File: src/rtl/irqv_pkg.sv
package irqv_pkg;
  parameter int unsigned SRC_CNT = 32;
  parameter int unsigned PRIO_W  = 4;
  parameter int unsigned DATA_W  = 32;
  parameter int unsigned ADDR_W  = 12;
  localparam int unsigned IDX_W  = $clog2(SRC_CNT);

  localparam logic [ADDR_W-1:0] OFF_EN_STAT = 12'h000;
  localparam logic [ADDR_W-1:0] OFF_RAW     = 12'h008;
  localparam logic [ADDR_W-1:0] OFF_EN_SET  = 12'h010;
  localparam logic [ADDR_W-1:0] OFF_EN_CLR  = 12'h014;
  localparam logic [ADDR_W-1:0] OFF_SW_SET  = 12'h018;
  localparam logic [ADDR_W-1:0] OFF_SW_CLR  = 12'h01C;
  localparam logic [ADDR_W-1:0] OFF_VEC     = 12'h100;
  localparam logic [ADDR_W-1:0] OFF_PRIO    = 12'h200;
  localparam logic [ADDR_W-1:0] OFF_ACTIVE  = 12'hF00;

  typedef enum logic [2:0] {
    RD_NONE, RD_EN_STAT, RD_RAW, RD_EN, RD_SW, RD_VEC, RD_PRIO, RD_ACTIVE
  } rdSel_e;

  typedef struct packed {
    logic             swSet;
    logic             swClr;
    logic             enSet;
    logic             enClr;
    logic             prioWr;
    logic             vecWr;
    logic             claim;
    logic             endSvc;
    logic             rd;
    rdSel_e           rdSel;
    logic [IDX_W-1:0] idx;
  } strobe_t;
endpackage

File: src/rtl/irqv_ctrl.sv
module irqv_ctrl
  import irqv_pkg::*;
#(
  parameter int unsigned NUM_SRC = SRC_CNT
) (
  input  logic              busWe,
  input  logic              busRe,
  input  logic [ADDR_W-1:0] busAddr,
  output strobe_t           stb
);
  localparam logic [ADDR_W-1:0] SPAN = ADDR_W'(4 * NUM_SRC);

  logic [ADDR_W-1:0] vecOff, prioOff;
  logic              inVec, inPrio, aligned;

  assign aligned = (busAddr[1:0] == 2'b00);
  assign vecOff  = busAddr - OFF_VEC;
  assign prioOff = busAddr - OFF_PRIO;
  assign inVec   = aligned && (busAddr >= OFF_VEC) && (vecOff < SPAN);
  assign inPrio  = aligned && (busAddr >= OFF_PRIO) && (prioOff < SPAN);

  always_comb begin
    stb        = '0;
    stb.rdSel  = RD_NONE;
    stb.rd     = busRe;
    stb.idx    = inVec ? vecOff[IDX_W+1:2] : prioOff[IDX_W+1:2];
    if (busWe) begin
      stb.swSet  = (busAddr == OFF_SW_SET);
      stb.swClr  = (busAddr == OFF_SW_CLR);
      stb.enSet  = (busAddr == OFF_EN_SET);
      stb.enClr  = (busAddr == OFF_EN_CLR);
      stb.vecWr  = inVec;
      stb.prioWr = inPrio;
      stb.endSvc = (busAddr == OFF_ACTIVE);
    end
    if (busRe) begin
      stb.claim = (busAddr == OFF_ACTIVE);
      if      (busAddr == OFF_EN_STAT) stb.rdSel = RD_EN_STAT;
      else if (busAddr == OFF_RAW)     stb.rdSel = RD_RAW;
      else if (busAddr == OFF_EN_SET)  stb.rdSel = RD_EN;
      else if (busAddr == OFF_SW_SET)  stb.rdSel = RD_SW;
      else if (busAddr == OFF_ACTIVE)  stb.rdSel = RD_ACTIVE;
      else if (inVec)                  stb.rdSel = RD_VEC;
      else if (inPrio)                 stb.rdSel = RD_PRIO;
    end
  end
endmodule

File: src/rtl/irqv_arb.sv
module irqv_arb
  import irqv_pkg::*;
#(
  parameter int unsigned NUM_SRC = SRC_CNT
) (
  input  logic [NUM_SRC-1:0]             live,
  input  logic [NUM_SRC-1:0][PRIO_W-1:0] prio,
  output logic                           found,
  output logic [IDX_W-1:0]               winIdx
);
  logic [PRIO_W-1:0] bestP;

  // Strict compare while scanning upward keeps the lowest index on a tie.
  always_comb begin
    found  = 1'b0;
    bestP  = '1;
    winIdx = '0;
    for (int i = 0; i < NUM_SRC; i++) begin
      if (live[i] && (!found || prio[i] < bestP)) begin
        found  = 1'b1;
        bestP  = prio[i];
        winIdx = IDX_W'(i);
      end
    end
  end
endmodule

File: src/rtl/irqv_dp.sv
module irqv_dp
  import irqv_pkg::*;
#(
  parameter int unsigned NUM_SRC = SRC_CNT
) (
  input  logic               clk,
  input  logic               rstN,
  input  strobe_t            stb,
  input  logic [NUM_SRC-1:0] hwReq,
  input  logic [DATA_W-1:0]  busWdata,
  output logic [DATA_W-1:0]  busRdata,
  output logic               irq,
  output logic [NUM_SRC-1:0] swBits,
  output logic               inService,
  output logic [DATA_W-1:0]  activeVec
);
  logic [NUM_SRC-1:0]             enMask, raw, live;
  logic [NUM_SRC-1:0][PRIO_W-1:0] prioTab;
  logic [NUM_SRC-1:0][DATA_W-1:0] vecTab;
  logic                           found;
  logic [IDX_W-1:0]               winIdx;
  logic [DATA_W-1:0]              winVec;

  assign raw    = hwReq | swBits;
  assign live   = raw & enMask;
  assign irq    = |live;
  assign winVec = vecTab[winIdx];

  always_ff @(posedge clk) begin
    if (!rstN) begin
      swBits <= '0;
      enMask <= '0;
    end else begin
      if (stb.swSet) swBits <= swBits | busWdata[NUM_SRC-1:0];
      if (stb.swClr) swBits <= swBits & ~busWdata[NUM_SRC-1:0];
      if (stb.enSet) enMask <= enMask | busWdata[NUM_SRC-1:0];
      if (stb.enClr) enMask <= enMask & ~busWdata[NUM_SRC-1:0];
    end
  end

  for (genvar g = 0; g < NUM_SRC; g++) begin : g_src
    always_ff @(posedge clk) begin
      if (!rstN) begin
        prioTab[g] <= '1;
        vecTab[g]  <= '0;
      end else if (stb.idx == IDX_W'(g)) begin
        if (stb.prioWr) prioTab[g] <= busWdata[PRIO_W-1:0];
        if (stb.vecWr)  vecTab[g]  <= busWdata;
      end
    end
  end

  irqv_arb #(.NUM_SRC(NUM_SRC)) u_arb (
    .live   (live),
    .prio   (prioTab),
    .found  (found),
    .winIdx (winIdx)
  );

  always_ff @(posedge clk) begin
    if (!rstN) begin
      inService <= 1'b0;
      activeVec <= '0;
    end else if (stb.endSvc) begin
      inService <= 1'b0;
      activeVec <= '0;
    end else if (stb.claim && !inService && found) begin
      inService <= 1'b1;
      activeVec <= winVec;
    end
  end

  always_ff @(posedge clk) begin
    if (!rstN) begin
      busRdata <= '0;
    end else if (stb.rd) begin
      unique case (stb.rdSel)
        RD_EN_STAT: busRdata <= DATA_W'(live);
        RD_RAW:     busRdata <= DATA_W'(raw);
        RD_EN:      busRdata <= DATA_W'(enMask);
        RD_SW:      busRdata <= DATA_W'(swBits);
        RD_VEC:     busRdata <= vecTab[stb.idx];
        RD_PRIO:    busRdata <= DATA_W'(prioTab[stb.idx]);
        RD_ACTIVE:  busRdata <= inService ? activeVec : (found ? winVec : '0);
        default:    busRdata <= '0;
      endcase
    end
  end
endmodule

File: src/rtl/irq_vector_ctrl.sv
module irq_vector_ctrl
  import irqv_pkg::*;
#(
  parameter int unsigned NUM_SRC = SRC_CNT
) (
  input  logic               clk,
  input  logic               rstN,
  input  logic [NUM_SRC-1:0] hwReq,
  input  logic               busWe,
  input  logic               busRe,
  input  logic [ADDR_W-1:0]  busAddr,
  input  logic [DATA_W-1:0]  busWdata,
  output logic [DATA_W-1:0]  busRdata,
  output logic               irq
);
  strobe_t            stb;
  logic [NUM_SRC-1:0] swBits;
  logic               inService;
  logic [DATA_W-1:0]  activeVec;

  irqv_ctrl #(.NUM_SRC(NUM_SRC)) u_ctrl (
    .busWe   (busWe),
    .busRe   (busRe),
    .busAddr (busAddr),
    .stb     (stb)
  );

  irqv_dp #(.NUM_SRC(NUM_SRC)) u_dp (
    .clk       (clk),
    .rstN      (rstN),
    .stb       (stb),
    .hwReq     (hwReq),
    .busWdata  (busWdata),
    .busRdata  (busRdata),
    .irq       (irq),
    .swBits    (swBits),
    .inService (inService),
    .activeVec (activeVec)
  );
endmodule

File: config.mk
export PLATFORM = sky130hd
export DESIGN_NAME = irq_vector_ctrl
export DESIGN_NICKNAME = d
export VERILOG_FILES = /design/src/rtl/irqv_pkg.sv /design/src/rtl/irqv_ctrl.sv /design/src/rtl/irqv_arb.sv /design/src/rtl/irqv_dp.sv /design/src/rtl/irq_vector_ctrl.sv
export SDC_FILE = /design/constraint.sdc
export NUM_CORES = 2
export LEC_CHECK = 0
export BUFFER_PORTS_ARGS = -buffer_cell sky130_fd_sc_hd__buf_2
export CORE_UTILIZATION = 55
export CTS_CLUSTER_DIAMETER = 60
export DETAILED_ROUTE_END_ITERATION = 12
export GPL_TIMING_DRIVEN = 0
export PLACE_DENSITY_LB_ADDON = 0.12
export SLEW_MARGIN = 5
export SYNTH_ARGS = -nofsm -noshare
export SYNTH_HDL_FRONTEND = slang
export SYNTH_SLANG_ARGS = --single-unit
export TNS_END_PERCENT = 20
File: constraint.sdc
create_clock -name clk -period 44.4 [get_ports clk]
set_clock_uncertainty 0.05 [all_clocks]
set_input_delay 4.44 -clock clk [delete_from_list [all_inputs] [get_ports clk]]
set_output_delay 4.44 -clock clk [all_outputs]
set_load 0.02 [all_outputs]
==> reports/results.ini, run 1 <==
[synth]
async_flop_share_pct=0
synth_top_flop_cell=dfxtp_1
synth_edf_count=0
ys_types=126
syn_avg_cell_area_um2=7.945
syn_inst=8920
synth-seq-cells=1281
syn_area_um2=70870
syn-num-nets=9037
ys_warn_count=0
seq_area_frac_synth_pct=36.18

[cts]
clkSinkCount=1281
cts_buffers=148
cts-root-buf=clkbuf_16
cts_max_path_buffers=3
htree_levels=4
postCtsHoldBufs=0

[placed_design]
placed_cell_area_um2=74210
post-dp-hpwl_mm=317.3
post-place-ws_ns=-8.284
numPortBuffers=75
routabilityCongestion=1.237

[run_status]
status=stopped before the end
first-error=[ERROR GRT-0232] Routing congestion too high. Check the congestion heatmap in the GUI.
lastStage=5_1_grt

[floorplanning]
io_pins=113
start_util_pct=55.51
die_y_um=361.0
rows=131
die_w_um=361.0

[global_routing]
grtUsageTotal_pct=65.04
overflow=4
grt_max_degree=17

kinds of logic after synthesis:
group / after synthesis / share of synthesized area [%]
compound gates: 2411 / 20.92
xor+xnor: 13 / 0.1713
fa+ha+maj: 53 / 0.8809
buf+inv: 915 / 5.173
flops: 1281 / 36.18
mux: 651 / 15.68
simple gates: 3596 / 20.99
timing repair:
action | in CTS
pin swaps | 167
gates resized for setup | 393
setup buffers | 199
cloned | 1
endpoints found under the setup margin | 64
cells in the mapped netlist, drive strengths merged (92+ instances only):
| cell type | n | area [um2] |
|---|---|---|
| buf | 150 | 723.2 |
| dfxtp | 1281 | 25640 |
| nand3 | 150 | 750.7 |
| inv | 92 | 345.3 |
| nor2 | 268 | 1006 |
| o21ai | 224 | 1132 |
| mux4 | 360 | 8108 |
| mux2i | 229 | 2292 |
| o22ai | 114 | 713.2 |
| clkbuf | 659 | 2480 |
| a21oi | 1356 | 6805 |
| nand2 | 2808 | 10540 |
metal layers:
metal | overflow | global-route usage (%)
met1 | 0 | 65.66
met2 | 0 | 85.55
met3 | 0 | 42.69
met4 | 1 | 67.58
met5 | 3 | 12.65
through the flow:
step | util (%) | setup TNS [ns] | instances
4_1_cts | 64.71 | -2.666 | 11128
3_5_place_dp | 58.12 | -502.35 | 10664
3_3_place_gp | 57.94 | -442.83 | 10657
2_1_floorplan | - | 0 | 8920
==> inputs of run 2 (changes only) <==
--- a/config.mk
+++ b/config.mk
@@ -6,11 +6,10 @@
 export NUM_CORES = 2
 export LEC_CHECK = 0
 export BUFFER_PORTS_ARGS = -buffer_cell sky130_fd_sc_hd__buf_2
-export CORE_UTILIZATION = 55
-export CTS_CLUSTER_DIAMETER = 60
+export CORE_UTILIZATION = 40
 export DETAILED_ROUTE_END_ITERATION = 12
 export GPL_TIMING_DRIVEN = 0
-export PLACE_DENSITY_LB_ADDON = 0.12
+export PLACE_DENSITY_LB_ADDON = 0.15
 export SLEW_MARGIN = 5
 export SYNTH_ARGS = -nofsm -noshare
 export SYNTH_HDL_FRONTEND = slang
==> constraint.sdc (replaced) <==
create_clock -name clk -period 57.7 [get_ports clk]
set_clock_uncertainty 0.05 [all_clocks]
set_input_delay 5.77 -clock clk [delete_from_list [all_inputs] [get_ports clk]]
set_output_delay 5.77 -clock clk [all_outputs]
set_load 0.02 [all_outputs]
==> run 2 against run 1 <==
Net effect: the flow now finishes, with violations (max-capacitance violations, max-slew violations); synthesized area unchanged; synthesized cell count is the same.
==> reports/results.ini, run 2 <==
[route]
drt_pass1_iterations=6
via_count=77688
initialDrtViolationCount=10851
drc=0
wirelength_mm=443.9
post_drt_wl_per_cell_um=37.95
drtAntennaViolNets=0
vias_per_cell=6.641

[floorplanning]
die_y_um=422.9
die_w_um=422.9
rows=154
die_area_um2=178900
core_area_um2=176100
io_pins=113
start_util_pct=40.24

[timing]
hold_violations=0
fmax_ghz=0.01820
finalSetupViolations=0
fin_crit_sh_pct=95.21
relSlewSlack_pct=-12.57
finalMaxSlewViolations=59
post-route-min-period_ns=54.94
worst_pin_slew_ns=1.673

[final_layout]
num-nets-final=9319
largest_reg_flops=1024
mostFrequentLayoutCell=nand2_1
top_register=u_dp.vecTab
top_regs=u_dp.vecTab x1024, u_dp.prioTab x128
layout-drive-gt1-share_pct=11.97
fin_util_pct=45.97
stdcell_count=11698
syn_to_final_growth_pct=14.24
final_cell_mix=2806 x nand2_1, 1347 x a21oi_1, 1281 x dfxtp_1, 622 x clkbuf_1, 360 x mux4_2

[synth]
yosysTopAreaCellShare_pct=36.18
synth_most_common_cell=nand2_1
synth_edf_count=0
synth_top_flop_cell=dfxtp_1
async_flop_share_pct=0
synth-seq-cells=1281
seq_area_frac_synth_pct=36.18
ys_top_cells_by_area=dfxtp_1 36%, nand2_1 15%, mux4_2 11%
ys_types=126
yosys.area.top_type=dfxtp_1
syn_inst=8920
syn-num-nets=9037
syn_area_um2=70870
synth_common_cells=2807 x nand2_1, 1351 x a21oi_1, 1281 x dfxtp_1, 654 x clkbuf_1, 360 x mux4_2
syn_avg_cell_area_um2=7.945
ys_warn_count=0

[setup_path]
crit_start=hwReq[0]
cp_slowest_cell=a211oi_1
cp_top_family=compound AO/OA/AOI/OAI gates
rr_worst_depth=244
worst-path-max-fanout=10
crit_path_start_kind=primary input
path_common_cell=ha_1
r2r_slack_ns=7.45
crit_type=in2reg
r2r-end=u_dp.activeVec[23]
worstSetupEndpointType=flip-flop
worstPathRequired_ns=58.44
critPathBufInv=32
cp.depth=245
arrival_ns=55.68
slowest_delay_ns=0.83
crit_end=u_dp.activeVec[23]

[cts]
cts_buffers=154
clock_latency_ns=0.88
htree_levels=4
cts.clk_slew.worst_paths_ns=0.06
clkSinkCount=1281
cts_max_path_buffers=3
cts_tree=built
postCtsHoldBufs=0
cts-root-buf=clkbuf_16

[worst_hold_path]
hp-class=reg2reg

[global_routing]
grt_max_degree=17
grtUsageTotal_pct=47.97
antenna_found_initial=56
overflow=0
grt_pass1_wl_mm=594.0
grt_pass1_vias=70950

[placed_design]
dp.cells=11356
numPortBuffers=75
post-dp-hpwl_mm=349.5
routabilityCongestion=1.133

[run_status]
status=finished with violations
violations=max-capacitance violations, max-slew violations

[power]
vdd_ir_drop_max_mv=0.03534
p_leak_nw=26.88
power.density_nw_per_um2=25.56

[run]
maxCapViolations=11

run 2: cell counts after synthesis:
Identical to the previous run, type by type.
run 2: worst min-delay path, stage by stage, from the launching register on:
cell and delay (ns):
dfxtp_1 0.32, nand2_1 0.05, a21oi_1 0.05
run 2: worst min path at each step:
| stage | slack, ns | depth (start not counted) | endpoint | from |
|---|---|---|---|---|
| floorplan | 0.39 | 2 | u_dp.vecTab[254] | u_dp.vecTab[254] |
| global placement | 0.40 | 2 | u_dp.vecTab[860] | u_dp.vecTab[860] |
| detailed placement | 0.41 | 2 | u_dp.vecTab[845] | u_dp.vecTab[845] |
| CTS | 0.41 | 2 | u_dp.vecTab[845] | u_dp.vecTab[845] |
| global route | 0.43 | 2 | u_dp.vecTab[424] | u_dp.vecTab[424] |
| finish | 0.41 | 2 | u_dp.vecTab[845] | u_dp.vecTab[845] |
run 2: where the power goes:
group          switching (mW)  internal [mW]  leakage (nW)
combinational           0.107         0.0228          14.0
sequential           0.000137          0.884          10.3
clock                   0.444          0.611          2.58
total                   0.551           1.52          26.9
run 2: area by class of cell:
type | instances | area, um2
Fill cell | 17639 | 95150
Antenna cell | 37 | 92.59
Timing Repair Buffer | 126 | 998.5
Clock inverter | 60 | 880.8
Sequential cell | 1281 | 25640
Inverter | 93 | 349.1
Buffer | 822 | 3492
Clock buffer | 215 | 4404
Multi-Input combinational cell | 6724 | 42180
Tap cell | 2340 | 2928
run 2: timing repair:
item / CTS / global route
resized for setup: 69 / 110
pin swaps: 5 / 7
setup endpoints to repair: 64 / 64
setup buffers: 7 / 20
run 2: cell families (layout without fill, tap and decap cells):
kind of cell,after synthesis,after routing,share of synthesized area (%)
muxes,651,651,15.68
xor gates and xnor gates,13,13,0.1713
buffers and inverters,915,1316,5.173
DFF,1281,1281,36.18
other,0,37,0
AOI/OAI and AO/OA,2411,2411,20.92
and+or+nand+nor,3596,3596,20.99
adders and majority gates,53,53,0.8809
run 2: layer usage:
metal	GRT usage (%)	vias to the layer above	share of wire [%]
met3	16.78	1717	12
li1	-	32278	-
met1	53.86	37794	35
met5	0	-	0.056
met2	72.32	5871	43
met4	41.63	28	10
run 2: through the flow:
step	TNS, ns	power, mW	setup slack, ns	cell area, um2	hold WS, ns
after floorplan	0	0.9550	8.562	70870	0.3872
after global placement	-120.88	1.023	-2.664	74180	0.3962
after detailed placement	-144.06	1.025	-2.832	74630	0.4051
after CTS	0	2.054	0.1524	80360	0.4127
after global routing	-2.358	2.094	-0.08781	80880	0.4294
final	0	2.069	2.763	80970	0.4147
Power figures use the tool's default switching activity.
